## config.mk

```make
export PLATFORM = sky130hd
export DESIGN_NAME = uart_irq_ident
export DESIGN_NICKNAME = d
export VERILOG_FILES = /design/src/rtl/uart_irq_pkg.sv /design/src/rtl/uart_irq_flag.sv /design/src/rtl/uart_irq_rise.sv /design/src/rtl/uart_irq_prio.sv /design/src/rtl/uart_irq_ident.sv
export SDC_FILE = /design/constraint.sdc
export NUM_CORES = 1
export LEC_CHECK = 0
export ABC_AREA = 1
export ABC_CLOCK_PERIOD_IN_PS = 2000
export BUFFER_PORTS_ARGS = -buffer_cell sky130_fd_sc_hd__clkbuf_2
export CAP_MARGIN = 30
export CORE_AREA = 5 5 42 44
export CTS_CLUSTER_SIZE = 14
export DETAILED_ROUTE_END_ITERATION = 16
export DIE_AREA = 0 0 47 49
export GPL_TIMING_DRIVEN = 0
export HOLD_SLACK_MARGIN = 0.15
export PLACE_DENSITY = 0.71
export SYNTH_ARGS = -nofsm -noshare
export SYNTH_HDL_FRONTEND = slang
export SYNTH_SLANG_ARGS = --single-unit
```

## constraint.sdc

```tcl
create_clock -name clk -period 2 [get_ports clk]
set_input_delay 0.3 -clock clk [delete_from_list [all_inputs] [get_ports clk]]
set_output_delay 0.3 -clock clk [all_outputs]
set_load 0.01 [all_outputs]
```

## src/rtl/uart_irq_pkg.sv

```systemverilog
package uart_irq_pkg;
   localparam int NSRC = 5;

   // source index doubles as priority rank: 0 is most urgent
   localparam int SRC_LINE  = 0;
   localparam int SRC_TOUT  = 1;
   localparam int SRC_RXLVL = 2;
   localparam int SRC_TX    = 3;
   localparam int SRC_MODEM = 4;

   localparam logic [3:0] CODE_LINE  = 4'b0110;
   localparam logic [3:0] CODE_TOUT  = 4'b1100;
   localparam logic [3:0] CODE_RXLVL = 4'b0100;
   localparam logic [3:0] CODE_TX    = 4'b0010;
   localparam logic [3:0] CODE_MODEM = 4'b0000;
   localparam logic [3:0] CODE_NONE  = 4'b0001;

   function automatic logic [3:0] src_code(input int idx);
      case (idx)
         SRC_LINE:  return CODE_LINE;
         SRC_TOUT:  return CODE_TOUT;
         SRC_RXLVL: return CODE_RXLVL;
         SRC_TX:    return CODE_TX;
         default:   return CODE_MODEM;
      endcase
   endfunction
endpackage

```

## src/rtl/uart_irq_flag.sv

```systemverilog
// Pending flag: set dominates clear.
module uart_irq_flag (
   input  logic clk,
   input  logic rst_n,
   input  logic set,
   input  logic clr,
   output logic q
);
   always_ff @(posedge clk or negedge rst_n) begin
      if (!rst_n)   q <= 1'b0;
      else if (set) q <= 1'b1;
      else if (clr) q <= 1'b0;
   end
endmodule

```

## src/rtl/uart_irq_rise.sv

```systemverilog
// Rising-edge detector with a chosen idle value after reset.
module uart_irq_rise #(
   parameter logic RST_VAL = 1'b1
) (
   input  logic clk,
   input  logic rst_n,
   input  logic din,
   output logic rise
);
   logic din_q;
   always_ff @(posedge clk or negedge rst_n) begin
      if (!rst_n) din_q <= RST_VAL;
      else        din_q <= din;
   end
   assign rise = din & ~din_q;
endmodule

```

## src/rtl/uart_irq_prio.sv

```systemverilog
// Fixed-priority encoder: index 0 wins.
module uart_irq_prio
   import uart_irq_pkg::*;
#(
   parameter int N = NSRC
) (
   input  logic [N-1:0] req,
   output logic [3:0]   code,
   output logic [N-1:0] grant
);
   if (N < 1 || N > NSRC) begin : g_bad_n
      $error("uart_irq_prio: N out of range");
   end

   always_comb begin
      code  = CODE_NONE;
      grant = '0;
      for (int i = N - 1; i >= 0; i--) begin
         if (req[i]) begin
            code     = src_code(i);
            grant    = '0;
            grant[i] = 1'b1;
         end
      end
   end
endmodule

```

## src/rtl/uart_irq_ident.sv

```systemverilog
module uart_irq_ident
   import uart_irq_pkg::*;
#(
   parameter int FIFO_DEPTH = 16,
   parameter int LSR_FLAGS  = 4,
   parameter int MSR_FLAGS  = 4,
   localparam int LVL_W     = $clog2(FIFO_DEPTH + 1)
) (
   input  logic                 clk,
   input  logic                 rst_n,
   input  logic [LSR_FLAGS-1:0] lsr_err,
   input  logic                 rx_tout,
   input  logic [LVL_W-1:0]     rx_level,
   input  logic [LVL_W-1:0]     rx_trig,
   input  logic                 tx_empty,
   input  logic [MSR_FLAGS-1:0] msr_delta,
   input  logic [NSRC-1:0]      ien,
   input  logic                 rd_iir,
   input  logic                 rd_lsr,
   input  logic                 rd_rhr,
   input  logic                 rd_msr,
   input  logic                 wr_thr,
   output logic [5:0]           ident,
   output logic                 irq
);
   if (FIFO_DEPTH < 1) begin : g_bad_depth
      $error("uart_irq_ident: FIFO_DEPTH must be at least 1");
   end
   if (LSR_FLAGS < 1 || MSR_FLAGS < 1) begin : g_bad_flags
      $error("uart_irq_ident: flag widths must be at least 1");
   end

   logic            tx_rise;
   logic [NSRC-1:0] set_v, clr_v, raw, req, grant;
   logic [3:0]      code;

   uart_irq_rise #(.RST_VAL(1'b1)) u_tx_edge (
      .clk (clk), .rst_n (rst_n), .din (tx_empty), .rise (tx_rise)
   );

   always_comb begin
      set_v            = '0;
      clr_v            = '0;
      set_v[SRC_LINE]  = |lsr_err;
      clr_v[SRC_LINE]  = rd_lsr;
      set_v[SRC_TOUT]  = rx_tout;
      clr_v[SRC_TOUT]  = rd_rhr;
      set_v[SRC_TX]    = tx_rise;
      clr_v[SRC_TX]    = wr_thr | (rd_iir & grant[SRC_TX]);
      set_v[SRC_MODEM] = |msr_delta;
      clr_v[SRC_MODEM] = rd_msr;
   end

   for (genvar i = 0; i < NSRC; i++) begin : g_src
      if (i == SRC_RXLVL) begin : g_level
         assign raw[i] = (rx_level >= rx_trig);
      end else begin : g_latch
         uart_irq_flag u_flag (
            .clk (clk), .rst_n (rst_n),
            .set (set_v[i]), .clr (clr_v[i]), .q (raw[i])
         );
      end
   end

   assign req = raw & ien;

   uart_irq_prio #(.N(NSRC)) u_prio (
      .req (req), .code (code), .grant (grant)
   );

   assign ident = {2'b00, code};
   assign irq   = ~code[0];
endmodule

```

Yosys cells after proc, flatten, opt, wreduce, memory -nomap -nowiden
Index checks and enable logic that the tools add are counted.
{"block": "classes", "magnitude_cmp": 1, "muxes": 17, "bitwise": 6, "n_reduce_logical": 6}
{"op": "$mux W4", "n": 6}
{"op": "$mux W1", "n": 9}
{"op": "$reduce_bool A2 Y1", "n": 4}
{"op": "$reduce_or A4 Y1", "n": 2}
{"op": "$and A5 B5 Y5", "n": 1}
{"op": "$ge A5 B5 Y1", "n": 1}
{"op": "$mux W3", "n": 1}
{"op": "$and A1 B1 Y1", "n": 2}
{"op": "$mux W2", "n": 1}
{"op": "$not A1 Y1", "n": 2}
{"op": "$or A1 B1 Y1", "n": 1}
{"block": "totals", "regBits": 5, "input_bits": 32, "output_inout_bits": 7, "word_cells": 35}

Logic depth before layout (Yosys ltp)
{"block": "depth", "ltp_word": 10, "mapped_depth": 11, "mapped_depth_nobuf": 11}

By module
From an unflattened synthesis, not the netlist that was laid out.
{"block": "hier_totals", "hier_cells": 86, "hier_area_um2": 505.5}
{"mod": "uart_irq_ident", "instances": 1, "cells_each": 45, "area_per_inst_um2": 226.5, "seq_area_each_um2": 0.0}
{"mod": "uart_irq_flag", "instances": 4, "cells_each": 5, "area_per_inst_um2": 40.0, "seq_area_each_um2": 25.0}
{"mod": "uart_irq_prio", "instances": 1, "cells_each": 18, "area_per_inst_um2": 82.6, "seq_area_each_um2": 0.0}
{"mod": "uart_irq_rise", "instances": 1, "cells_each": 3, "area_per_inst_um2": 36.3, "seq_area_each_um2": 26.3}

Worst setup path after synthesis
No wires, ideal clock.
{"block": "synth_path", "path_kind": "in2out", "startpoint": "input rx_trig[4]", "endpoint": "output ident[0]", "t_arrival_ps": 1186, "required_ps": 1700, "slack_ps": 514, "cell_stages": 9, "path_buffers": 0, "cell_sequence": "inv_1 ha_1 a21oi_1 nand3_2 nand2_2 nand2_2 inv_2 nand2_4 nor2_4"}
{"block": "synth_via", "elab_chain_len": 5}
{"element": "start, declared", "line_no": "uart_irq_ident.sv:14", "rtl": "input logic [LVL_W-1:0] rx_trig,"}
{"element": "$ge A5 B5 Y1", "line_no": "uart_irq_ident.sv:56", "rtl": "assign raw[i] = (rx_level >= rx_trig);"}
{"element": "$and A5 B5 Y5", "line_no": "uart_irq_ident.sv:65", "rtl": "assign req = raw & ien;"}
{"element": "$mux W3", "line_no": "uart_irq_prio.sv:19", "rtl": "if (req[i]) begin"}
{"element": "$mux W4 (2 in a row)", "line_no": "uart_irq_prio.sv:19"}
{"element": "end, declared", "line_no": "uart_irq_ident.sv:23", "rtl": "output logic [5:0] ident,"}
Every way passes these cells.

Final worst setup path
Ends and elaborated chain as after synthesis.

==> out/results.txt <==
H-tree depth = 1
core area = 1400 µm²
CTS tree = yes
Max Fclk = 587 MHz
WL final = 1.11 mm
CP max FO = 2
max_cap viols = 0
#FFs+latches synth = 5
# diodes = 0
DRC = 0
pre-CTS WS = 278 ps
Critical Path AT = 1400 ps
Initial DRC Count = 1
worst clock skew = 0.155 ps
Nets = 141
first-pass GRT wire length = 1.86 mm
GRT overflow = 0
Final WS setup = 295 ps
FF-to-FF setup slack = 1140 ps
reg2reg path depth = 5
Hold Crit Depth = 1
detail-routed via count per cell = 4.20
area grow syn2layout = 54.1%
layout cell share with drive strength beyond 1 = 0.485
commonest non-fill, non-tap cell in the layout = clkbuf_2
fin crit period = 1700 ps
Longest Clk Path Bufs = 2
Slowest cell on crit path = ha_1
clock transition at the registers of the reported paths = 40 ps
HP Start = tx_empty
Worst Setup SP = rx_trig[4]
initial antenna violation count = 0
total clock sinks = 5
FP Rows = 14
type of origin of the critical path = input pin
Post-Route Setup TNS = 0 ps
IO Port Bufs = 36
highest cell delay on the worst timing path = 280 ps
GRT Total Usage = 0.108
Detail Route Antenna Nets = 0
largest net degree at the start of global routing = 6
period utilisation layout = 0.852
PD cells = 477 nW/µm²
synthesis warning total = 0
post-synthesis area per instance = 7.28 µm²
Crit Path Class = in2out
I/O pin cnt = 39
Starting Density = 0.317
sequential fraction of the synthesis area = 0.285
die span in y = 49 µm
full die area = 2300 µm²
clk_lat worst skew = 240 ps
FF-to-FF Start = g_src[3].g_latch.u_flag.q$_DFFE_PN0P_
Detailed Routing Iterations Pass 1 = 2
vias in the first global route = 509
CTS Root Cell = clkbuf_4
final hold viol count = 0
max-slew violations = 0
placer congestion estimate = 0.682
synthesized cell area = 444 µm²
WP data required = 1700 ps
most frequent cells in the layout = 36 x clkbuf_2, 14 x inv_1, 13 x nand2_1
Hold Path Class = in2reg
CP Buf/Inv Count = 4
via count = 500
worst-path cell chain = clkbuf_2, inv_1, ha_1, a21oi_1, nand3_2, nand2_2, nand2_2, inv_2, nand2_4, nor2_4, clkbuf_2
unrepaired setup endpoints after global routing = false
Worst Setup End Kind = output port
run status = completed
CTS buffer count = 3
WP depth = 11
cell count after synthesis = 61
end of the critical path = ident[0]
leak pwr = 0.444 nW
wire per inst = 9.34 µm
post-synthesis cell type count = 18
hpwl dp = 1.07 mm
VDD IR max = 0.307 mV
final setup vio count = 0
die width = 47 µm
CP top delay family = simple AND/OR/NAND/NOR gates
end of the worst register-to-register path = g_src[3].g_latch.u_flag.q$_DFFE_PN0P_
post-cts resize count = 0
==> how the worst min path moves through the flow <==
stage | to | slack, ps
floorplan | g_src[0].g_latch.u_flag.q$_DFFE_PN0P_ | 4
global placement | g_src[4].g_latch.u_flag.q$_DFFE_PN0P_ | 120
detailed placement | g_src[4].g_latch.u_flag.q$_DFFE_PN0P_ | 130
CTS | u_tx_edge.din_q$_DFF_PN1_ | 150
global route | u_tx_edge.din_q$_DFF_PN1_ | 160
finish | u_tx_edge.din_q$_DFF_PN1_ | 160
==> worst reg2reg max path, stage by stage, from the launching register on <==
cell and delay (ps):
dfrtp_1 340, nand2_1 100, nor2_1 100, nand4_1 100
nand2_1 60, nand2_1 50
==> registers in the layout, indices dropped and copies added (netlist names) <==
| register | count |
|---|---|
| g_src.g_latch.u_flag.q | 4 |
| u_tx_edge.din_q | 1 |
==> area by class of cell <==
type	instances	area (µm²)
multi-input combinational	40	250
fill	164	717
timing repair buffer	37	190
clock buffer	4	26.3
buffer	2	15.0
inverter	15	56.3
sequential	5	126
tap	16	20.0
==> where the power goes <==
group / internal, mW / switching (mW) / total [mW]
Sequential: 0.107 / 0.00296 / 0.110
Clock: 0.0753 / 0.0391 / 0.114
Combinational: 0.0511 / 0.0510 / 0.102
Total: 0.234 / 0.0931 / 0.327
==> per-stage QoR <==
step / total power [mW] / utilization / cell area, µm² / hold slack [ps] / instances
floorplan: 0.166 / - / 448 / 4.41 / 62
global placement: 0.209 / 0.463 / 648 / 122 / 114
detailed placement: 0.214 / 0.463 / 648 / 126 / 114
CTS: 0.335 / 0.488 / 684 / 154 / 119
global route: 0.352 / 0.488 / 684 / 161 / 119
finish: 0.327 / 0.488 / 684 / 163 / 119
==> cell usage after synthesis <==
cell type,number,share of area
nand2_1,13,0.11
nand3_2,1,0.023
o21bai_1,1,0.017
dfrtp_1,4,0.23
buf_4,2,0.034
nand2_4,2,0.051
dfstp_2,1,0.059
nor4_1,2,0.028
ha_1,5,0.14
conb_1,1,0.0084
a21oi_1,2,0.023
o21ai_1,3,0.034
nor2_1,3,0.025
nand4_1,2,0.028
nand2_2,3,0.042
inv_2,1,0.0084
nor2_4,1,0.025
inv_1,14,0.12
==> kinds of logic (layout without fill, tap and decap cells) <==
logic type,after synthesis,count (layout),synth area share
fa+ha+maj,5,5,0.141
buf+inv,17,58,0.161
compound gates,6,6,0.0732
simple gates,27,27,0.332
flops,5,5,0.285
other cells,1,2,0.00844
==> metal layers <==
layer | GRT usage | routed length [µm] | vias to the layer above | part of all wire
met3 | 0.0111 | 108 | 2 | 0.097
met1 | 0.107 | 350 | 208 | 0.32
met2 | 0.204 | 637 | 23 | 0.57
met5 | 0 | 0 | - | 0
li1 | - | - | 267 | -
met4 | 0.0553 | 14 | 0 | 0.013
==> what timing repair did <==
action	in CTS	in global routing
hold buffers	1	0
hold endpoints to repair	5	0
setup buffers	0	0
Note: power is estimated with default switching activity, not from simulation.
